$ cat src/rtl/booth_pkg.sv
package booth_pkg;

  // One signed radix-4 digit: magnitude select and sign
  typedef struct packed {
    logic neg;  // subtract the selected magnitude
    logic one;  // magnitude is the multiplicand
    logic two;  // magnitude is twice the multiplicand
  } booth_digit_t;

  // Map a multiplier triplet {hi, mid, lo} to a digit
  function automatic booth_digit_t booth_encode(input logic [2:0] trip);
    booth_digit_t d;
    d.one = trip[1] ^ trip[0];
    d.two = (trip == 3'b011) || (trip == 3'b100);
    d.neg = trip[2] & ~(trip[1] & trip[0]);
    return d;
  endfunction

endpackage

$ cat src/rtl/booth_recoder.sv
module booth_recoder
  import booth_pkg::*;
#(
  parameter int W = 16
) (
  input  logic [W-1:0]                 mplr,
  output booth_digit_t [W/2-1:0]       digits
);
  localparam int NDIG = W / 2;

  // Multiplier extended with an implicit zero below bit 0
  logic [W:0] ext;
  assign ext = {mplr, 1'b0};

  for (genvar i = 0; i < NDIG; i++) begin : g_dig
    assign digits[i] = booth_encode(ext[2*i+2 -: 3]);
  end

endmodule

$ cat src/rtl/booth_pp_gen.sv
module booth_pp_gen
  import booth_pkg::*;
#(
  parameter int W = 16
) (
  input  logic [W-1:0]                  mcand,
  input  booth_digit_t [W/2-1:0]        digits,
  output logic [W/2:0][2*W-1:0]         rows
);
  localparam int NDIG = W / 2;
  localparam int PW   = 2 * W;

  for (genvar i = 0; i < NDIG; i++) begin : g_row
    logic [W:0]    mag;
    logic [W:0]    sel;
    logic [PW-1:0] ext;

    always_comb begin
      if (digits[i].one)      mag = {mcand[W-1], mcand};
      else if (digits[i].two) mag = {mcand, 1'b0};
      else                    mag = '0;
      // One's complement here; the +1 goes into the correction row
      sel = digits[i].neg ? ~mag : mag;
      ext = {{(PW-W-1){sel[W]}}, sel};
    end

    assign rows[i] = ext << (2 * i);
  end

  // Correction row: +1 at the weight of each negated row
  always_comb begin
    rows[NDIG] = '0;
    for (int i = 0; i < NDIG; i++) begin
      rows[NDIG][2*i] = digits[i].neg;
    end
  end

endmodule

$ cat src/rtl/booth_csa_chain.sv
module booth_csa_chain #(
  parameter int PW   = 32,
  parameter int ROWS = 9
) (
  input  logic [ROWS-1:0][PW-1:0] rows,
  output logic [PW-1:0]           sum_vec,
  output logic [PW-1:0]           carry_vec
);
  logic [PW-1:0] ps [1:ROWS-1];
  logic [PW-1:0] pc [1:ROWS-1];

  assign ps[1] = rows[0];
  assign pc[1] = rows[1];

  for (genvar k = 2; k < ROWS; k++) begin : g_csa
    assign ps[k] = ps[k-1] ^ pc[k-1] ^ rows[k];
    assign pc[k] = {(ps[k-1][PW-2:0] & pc[k-1][PW-2:0]) |
                    (ps[k-1][PW-2:0] & rows[k][PW-2:0]) |
                    (pc[k-1][PW-2:0] & rows[k][PW-2:0]), 1'b0};
  end

  assign sum_vec   = ps[ROWS-1];
  assign carry_vec = pc[ROWS-1];

endmodule

$ cat src/rtl/booth_cla.sv
module booth_cla #(
  parameter int PW = 32
) (
  input  logic [PW-1:0] x,
  input  logic [PW-1:0] y,
  output logic [PW-1:0] sum
);
  localparam int NG = PW / 4;

  logic [PW-1:0] g, p, c;
  logic [NG:0]   gc;

  assign g     = x & y;
  assign p     = x ^ y;
  assign gc[0] = 1'b0;

  for (genvar k = 0; k < NG; k++) begin : g_grp
    localparam int B = 4 * k;
    logic grp_g, grp_p;

    // Carries inside the group, fully expanded
    assign c[B]   = gc[k];
    assign c[B+1] = g[B] | (p[B] & gc[k]);
    assign c[B+2] = g[B+1] | (p[B+1] & g[B]) | (p[B+1] & p[B] & gc[k]);
    assign c[B+3] = g[B+2] | (p[B+2] & g[B+1]) | (p[B+2] & p[B+1] & g[B]) |
                    (p[B+2] & p[B+1] & p[B] & gc[k]);

    // Group generate and propagate
    assign grp_g = g[B+3] | (p[B+3] & g[B+2]) | (p[B+3] & p[B+2] & g[B+1]) |
                   (p[B+3] & p[B+2] & p[B+1] & g[B]);
    assign grp_p = &p[B+3:B];
    assign gc[k+1] = grp_g | (grp_p & gc[k]);
  end

  assign sum = p ^ c;

  always_comb begin
    AST_CLA_SUM: assert ({gc[NG], sum} == {1'b0, x} + {1'b0, y});
  end

endmodule

$ cat src/rtl/booth_mul.sv
module booth_mul
  import booth_pkg::*;
#(
  parameter int W       = 16,
  parameter bit OUT_REG = 1'b1
) (
  input  logic             clk,
  input  logic             rst,
  input  logic             in_valid,
  input  logic [W-1:0]     mcand,
  input  logic [W-1:0]     mplr,
  output logic             out_valid,
  output logic [2*W-1:0]   product
);
  localparam int NDIG = W / 2;
  localparam int ROWS = NDIG + 1;
  localparam int PW   = 2 * W;

  booth_digit_t [NDIG-1:0]     digits;
  logic [ROWS-1:0][PW-1:0]     rows;
  logic [PW-1:0]               sv, cv, comb_prod;

  booth_recoder #(.W(W)) u_rec (
    .mplr   (mplr),
    .digits (digits)
  );

  booth_pp_gen #(.W(W)) u_pp (
    .mcand  (mcand),
    .digits (digits),
    .rows   (rows)
  );

  booth_csa_chain #(.PW(PW), .ROWS(ROWS)) u_csa (
    .rows      (rows),
    .sum_vec   (sv),
    .carry_vec (cv)
  );

  booth_cla #(.PW(PW)) u_cla (
    .x   (sv),
    .y   (cv),
    .sum (comb_prod)
  );

  if (OUT_REG) begin : g_reg
    always_ff @(posedge clk) begin
      if (rst) begin
        out_valid <= 1'b0;
        product   <= '0;
      end else begin
        out_valid <= in_valid;
        if (in_valid) product <= comb_prod;
      end
    end

    // Behavioural reference for the checks below
    logic signed [PW-1:0] ref_full;
    always_comb ref_full = PW'($signed(mcand)) * PW'($signed(mplr));

    localparam logic [W-1:0]  MINV = {1'b1, {(W-1){1'b0}}};
    localparam logic [PW-1:0] MINSQ = {2'b01, {(PW-2){1'b0}}};

    AST_PRODUCT_EXACT: assert property (@(posedge clk) disable iff (rst)
      in_valid |=> product == $past(ref_full));
    AST_VALID_RISE: assert property (@(posedge clk) disable iff (rst)
      in_valid |=> out_valid);
    AST_VALID_IDLE: assert property (@(posedge clk) disable iff (rst)
      !in_valid |=> !out_valid);
    AST_MIN_SQUARE: assert property (@(posedge clk) disable iff (rst)
      (in_valid && mcand == MINV && mplr == MINV) |=> product == MINSQ);
    AST_PRODUCT_HOLD: assert property (@(posedge clk) disable iff (rst)
      !in_valid |=> $stable(product));
  end else begin : g_comb
    assign out_valid = in_valid;
    assign product   = comb_prod;
  end

endmodule

$ cat config.mk
export PLATFORM = sky130hd
export DESIGN_NAME = booth_mul
export DESIGN_NICKNAME = d
export VERILOG_FILES = /design/src/rtl/booth_pkg.sv /design/src/rtl/booth_recoder.sv /design/src/rtl/booth_pp_gen.sv /design/src/rtl/booth_csa_chain.sv /design/src/rtl/booth_cla.sv /design/src/rtl/booth_mul.sv
export SDC_FILE = /design/constraint.sdc
export NUM_CORES = 1
export LEC_CHECK = 0
export ABC_CLOCK_PERIOD_IN_PS = 10900
export BUFFER_PORTS_ARGS = -buffer_cell sky130_fd_sc_hd__buf_2
export CORE_ASPECT_RATIO = 0.6
export CORE_MARGIN = 2
export CORE_UTILIZATION = 60
export CTS_CLUSTER_DIAMETER = 50
export DETAILED_ROUTE_END_ITERATION = 8
export GPL_TIMING_DRIVEN = 1
export PLACE_DENSITY = 0.85
export REMOVE_ABC_BUFFERS = 1
export SYNTH_ARGS = -nofsm -noshare
export SYNTH_HDL_FRONTEND = slang
export SYNTH_HIERARCHICAL = 1
export SYNTH_SLANG_ARGS = --single-unit
$ cat constraint.sdc
create_clock -name clk -period 10.9 [get_ports clk]
set_clock_uncertainty 0.15 [all_clocks]
set_input_delay 0.545 -clock clk [delete_from_list [all_inputs] [get_ports clk]]
set_output_delay 0.545 -clock clk [all_outputs]
set_load 0.005 [all_outputs]
After elaboration in Yosys (flattened, before gate mapping)
Index checks and enable logic that the tools add are counted.

operators by class
  bitwise gates (word level) = 268
  equal/unequal tests = 15
  muxes and demuxes = 24
  reductions and logical operators = 13

operators by type and width
  kind                                                  count
  AND 31 bit                                            20
  bitwise XOR 32 bit                                    15
  bitwise OR 31 bit                                     14
  two-way mux 17 bit                                    24
  NOT 17 bit                                            8
  AND 1 bit                                             122
  bitwise OR 1 bit                                      72
  AND 31 x 15 -> 31 bit                                 2
  bitwise XOR 32 x 15 -> 32 bit                         1
  AND reduction 4 bit                                   6
  equality test 3 x 2 -> 1 bit (second input constant)  7
  equality test 3 bit (second input constant)           7
  logical OR 1 bit                                      7
  NOT 1 bit                                             7
  bitwise XOR 1 bit                                     7
  equality test 2 bit (second input constant)           1

storage, ports and cells
  logic and storage cells = 322
  register bits after elaboration = 33
  output and inout port bits = 33

Logic depth before layout (Yosys ltp)
Gate-level depths: netlist of the first run.

  depth in word-level cells = 47
  mapped depth = 30

Hierarchy
Netlist of the first run, hierarchy kept.

modules (own cells, without submodules)
  module           cells an instance  instances  area each (um2)
  booth_pp_gen     943                1          7292.0
  booth_csa_chain  252                1          4530.6
  booth_cla        142                1          1238.7
  booth_mul        106                1          1202.4
  booth_recoder    45                 1          397.9

Worst setup path after synthesis of the first run
OpenSTA, ideal clock, no wires.

  kind = input -> register
  from = input mplr[1]
  to = register product[29]
  stages = 27
  arrival = 7887 ps
  path slack = 2744 ps
  cells stage by stage = inv_1 -> ha_1 -> clkbuf_2 -> o21ai_1 -> xnor2_1 -> buf_4 -> fa_1 -> fa_1 -> fa_1 -> fa_1 -> fa_1 -> fa_1 -> fa_1 -> ha_1 -> nand4_1 -> nor2_1 -> a211o_1 -> or4_4 -> nand3_2 -> o21ai_2 -> and2_2 -> o21ai_0 -> nand2b_1 -> fa_1 -> xor2_1 -> mux2i_1 -> nor2_1

RTL lines
  what                  line             source
  from (decl)           booth_mul.sv:11  input logic [W-1:0] mplr,
  to (signal assigned)  booth_mul.sv:53  if (in_valid) product <= comb_prod;
  to (decl)             booth_mul.sv:13  output logic [2*W-1:0] product

==> metrics.txt, run 1 <==
status=finished clean; Fill cells=2035; clk_lat worst skew=between 0.2 and 0.3 ns; post-cts sizing count=0; Avg Vias per Cell=approximately 6.2; TritonCTS clock tree=done; WHS Endpoint=product[16]; Worst-path clk slew=0.05 ns; Arr. time, crit path=between 9 and 10 ns; crit path from=mplr[1]; layout cells sized above 1=between 10% and 20%; critical path fanouts, max=between 50 and 60; Setup Fix Bufs, Post-CTS=0; vias in the first global route=between 9000 and 10000; Gate Count Post-Synth=roughly 1500; full die area=approximately 0.026 mm2; R2R setup slack=10.07 ns; Sink Count=33; routability cong.=0.798; cell family with most CP delay=adder cells; Tcrit/Tclk final=84.2%; final wirelength=29300 um; CP bufs+invs=3; floorplan row count=44; reg2reg start=product[10]; Worst setup SP type=input port; drt first pass iters=6; max-slew violations=0; synthesized flop and latch total=33; via count=~10000; H-tree depth=2; nets=approximately 1600; relative slew slack=between 20% and 30%; Initial Util=60.8%; setup_tns=0 ns; Die X=between 200 and 250 um; first-pass GRT wire length=a little under 50000 um; CP Class=input port to register; R2R cell count=2; initial DRC count=914; mapped cell area=about 0.015 mm2; ys async rst share=0%; slowest cell delay on critical path=0.69 ns; largest net degree at the start of global routing=between 60 and 70; Fin. Hold Viols=0; Ports=68; final setup fails=0; Tmin final=9.18 ns; Routed Antenna Nets=0; residual DRC count=0; port bufs=67; Die Y=around 130 um; GRT Residual Overflow=0; unrepaired setup endpoints after global routing=no; critical path required time=roughly 11 ns; measured slew at the worst slew-check pin=about 1.1 ns; critical path's most frequent cell=fa_1; CTS Hold Bufs=0; syn avg cell area=9.85 um2; HP Start=product[16]; CTS Buffer Depth=2; CP max stage cell=nor2b_1; Post-synth EDFFs=0; DP HPWL=21900 um; initial antenna violation count=0; Critical Path End Type=register; reg2reg end=product[10]; fmax=around 110 MHz; Ant. Diodes=0; Hold Crit Class=register to register; routed len/inst=17.6 um; Yosys Warn Count=6; worst hold stages=2; CORE AREA=0.0241 mm2; GRT Overall Usage=22.9%; maximum capacitance violations=0; synth-to-layout area growth=-5.63%; Distinct cells, synth=52; Root Driver=clkbuf_16; Synth Flop Type=dfxtp_1; CTS Buf Count=5; sequential fraction of the synthesis area=~4.5%
## cell usage after synthesis (3+ instances only)
master / n / area (um2)
fa_1: 219 / 4380
buf_4: 171 / 1280
a21oi_1: 135 / 676
a211oi_2: 121 / 1510
nand3b_1: 120 / 901
and4b_1: 116 / 1160
and3_1: 114 / 713
clkbuf_1: 63 / 236
buf_2: 52 / 260
ha_1: 51 / 638
inv_1: 39 / 146
nor2_1: 38 / 143
xnor2_1: 36 / 315
dfxtp_1: 33 / 661
mux2i_1: 32 / 320
buf_6: 14 / 158
nand2_1: 11 / 41.3
nor2b_1: 11 / 68.8
xor2_1: 11 / 96.3
o21ai_1: 9 / 45.0
a21o_1: 8 / 60.1
and3_2: 8 / 60.1
mux2_4: 7 / 105
o21ai_0: 7 / 35.0
clkbuf_8: 6 / 82.6
a211o_1: 4 / 35.0
and4b_2: 4 / 45.0
clkbuf_2: 4 / 20.0
clkbuf_4: 4 / 30.0
buf_12: 3 / 60.1
nand2b_1: 3 / 18.8
nand4_1: 3 / 18.8
xnor3_1: 3 / 67.6
## per-layer routing
| layer | wire length [um] | GRT usage, % | share of wire [%] | vias up |
|---|---|---|---|---|
| li1 | - | - | - | 4771 |
| met4 | 253 | 2.86 | 0.86 | 0 |
| met1 | 13400 | 33.7 | 46 | 5165 |
| met5 | 0 | 0 | 0 | - |
| met3 | 1300 | 1.96 | 4.4 | 28 |
| met2 | 14300 | 37.9 | 49 | 300 |
## layout by cell type, fill, tap and decap left out, types with 39 or more instances in the layout
| master | netlist | final |
|---|---|---|
| and3_1 | 114 | 114 |
| buf_2 | 52 | 67 |
| ha_1 | 51 | 51 |
| inv_1 | 39 | 39 |
| a21oi_1 | 135 | 135 |
| conb_1 | 2 | 81 |
| nand3b_1 | 120 | 120 |
| and4b_1 | 116 | 116 |
| a211oi_2 | 121 | 121 |
| fa_1 | 219 | 219 |
## through the flow
step | area (um2) | cells | setup WS [ns] | util [%] | hold WS (ns)
3_5_place_dp | 13700 | 1654 | 1.55 | 56.7 | 0.329
2_1_floorplan | 12700 | 1246 | 1.23 | - | 0.335
4_1_cts | 13800 | 1662 | 1.82 | 57.4 | 0.342
3_3_place_gp | 13700 | 1654 | 1.88 | 56.7 | 0.322
6_report | 13800 | 1662 | 1.72 | 57.4 | 0.336
5_1_grt | 13800 | 1662 | 1.32 | 57.4 | 0.369
## flip-flops by register name (all words and copies together), names as in the netlist
name / flops
product: 32
out_valid: 1
## worst max-delay path by stage
stage / cells after the start / slack [ns] / endpoint
floorplan: 24 / 1.23 / product[29]
global placement: 27 / 1.88 / product[29]
detailed placement: 27 / 1.55 / product[29]
CTS: 27 / 1.82 / product[29]
global route: 27 / 1.32 / product[29]
finish: 27 / 1.72 / product[29]
## cell families (layout without fill, tap and decap cells)
family | count (synthesis) | in the layout | share of synthesized area (%)
xor+xnor | 50 | 50 | 3.27
fa+ha+maj | 270 | 270 | 34.3
flops | 33 | 33 | 4.51
compound gates | 295 | 295 | 16.7
mux | 39 | 39 | 2.90
other cells | 2 | 81 | 0.0512
buf+inv | 360 | 133 | 16.1
simple gates | 439 | 439 | 22.1
## tightest hold or removal path, stage by stage (launching register included)
cell     delay, ns
dfxtp_1       0.32
mux2i_1       0.06
nor2_1        0.07
## area by class of cell
type	instances	area, um2	area share [%]
Clock inverter	1	30.0	0.217
Inverter	39	146	1.06
Multi-Input combinational cell	1174	12000	86.6
Sequential cell	33	661	4.77
Tap cell	322	403	2.91
Clock buffer	7	143	1.03
Timing Repair Buffer	86	478	3.45
Power of run 1 is left out: the tool's default activity adds up to more than one toggle a clock period on the data nets, which glitch-free logic cannot reach.
==> run 2: changes to the inputs <==
ABC_CLOCK_PERIOD_IN_PS = 9400   (was 10900)
clock period = 9.4 ns   (was 10.9 ns; I/O delays follow)
==> run 2 against run 1 <==
Against the previous run: clock-buffer cell count shrank 2; first-iteration DRC count grew 2.0%; die area is the same; critical path type unchanged; critical endpoint unchanged; largest cell class unchanged; highest routed layer unchanged.
==> metrics.txt, run 2 (synthesized netlist as in run 1, its figures left out) <==
status=finished clean; initial antenna violation count=0; Die X=roughly 210 um; post-cts sizing count=0; Arr. time, crit path=around 8.6 ns; measured slew at the worst slew-check pin=roughly 1.2 ns; CTS Hold Bufs=0; final setup fails=0; layout cells sized above 1=a little under a fifth; CP Class=input port to register; vias in the first global route=about 10000; Final Non-Filler Cells=1667; Most flops, register=product; initial DRC count=approximately 930; Tmin final=about 8.6 ns; Tcrit/Tclk final=approximately nine tenths; placed insts=~1700; Largest register FFs=32; slowest cell delay on critical path=approximately 0.73 ns; Multi-input gate area=around 0.012 mm2; CP bufs+invs=3; Ant. Diodes=0; most frequent cells in the layout=fa_1, a21oi_1, a211oi_2; port bufs=67; GRT Overall Usage=between 20% and 30%; H-tree depth=2; GRT Residual Overflow=0; via count=between 10000 and 15000; first-pass GRT wire length=between 50000 and 60000 um; cell family with most CP delay=adder cells; Worst setup SP type=input port; routability cong.=0.816; Ports=about 70; critical path fanouts, max=33; synth-to-layout area growth=-5.58%; commonest non-fill, non-tap cell in the layout=fa_1; largest registers=product x32, out_valid x1; relative slew slack=roughly a fifth; register area=roughly 660 um2; critical path's most frequent cell=fa_1; CTS Buf Count=5; Initial Util=60.8%; unrepaired setup endpoints after global routing=no; Hold Crit Class=register to register; Fill cells=roughly 2000; critical path required time=roughly 9.4 ns; CORE AREA=0.0241 mm2; clk_lat worst skew=approximately 0.27 ns; CP max stage cell=nor2b_1; CTS Buffer Depth=2; Routed Antenna Nets=0; TritonCTS clock tree=done; Sink Count=33; Avg Vias per Cell=6.23; full die area=0.0257 mm2; Critical Path End Type=register; Setup Fix Bufs, Post-CTS=0; nets=around 1600; largest net degree at the start of global routing=63; maximum capacitance violations=0; floorplan row count=44; Die Y=125 um; Fin. Hold Viols=0; DP HPWL=~23000 um; residual DRC count=0; setup_tns=0 ns; fmax=around 120 MHz; Worst-path clk slew=0.05 ns; Final Cell Area=around 0.014 mm2; dpl cell area=between 0.01 and 0.015 mm2; Root Driver=clkbuf_16; final wirelength=approximately 30000 um; drt first pass iters=6; final core area utilization=between 50% and 60%; max-slew violations=0; routed len/inst=about 18 um
run 2: cell count changes in the layout (fill, tap and decap cells not counted):
cell / delta
bufinv_16: -1
clkbuf_1: -1
clkinvlp_4: +1
buf_4: +5
clkinv_2: +2
clkbuf_8: -1
run 2: worst reg2reg max path, cell delays in order, from the launching register on:
cell	delay [ns]
dfxtp_1	0.41
mux2i_1	0.10
nor2_1	0.12
run 2: final timing paths:
kind,end,start,slack [ns],depth (start not counted)
worst min-delay path,product[31],product[31],0.33,2
worst max-delay path,product[29],mplr[1],0.77,26
worst max register to register,product[12],product[12],8.55,2
worst min register to register,product[31],product[31],0.33,2
run 2: routing by layer:
| layer | GRT usage [%] | vias up | wire, um |
|---|---|---|---|
| met5 | 0 | - | 0 |
| met3 | 1.64 | 30 | 1170 |
| met4 | 3.15 | 0 | 252 |
| li1 | - | 4789 | - |
| met2 | 38.6 | 279 | 14300 |
| met1 | 34.4 | 5289 | 13800 |
run 2: final cells by class:
cell class	instances	share of cell area, %
repair buffers	91	3.72
clock buffers	5	0.904
inverters	39	1.06
well taps	322	2.91
multi-input cells	1174	86.5
flip-flops and latches	33	4.77
clock inverters	3	0.127
run 2: stage by stage:
| stage | worst slack, ns | hold WS [ns] |
|---|---|---|
| 2_1_floorplan | -0.191 | 0.335 |
| 3_3_place_gp | 0.758 | 0.319 |
| 6_report | 0.771 | 0.333 |
| 3_5_place_dp | 0.562 | 0.329 |
| 4_1_cts | 0.813 | 0.342 |
| 5_1_grt | 0.266 | 0.372 |
Power of run 2 is left out for the same reason.
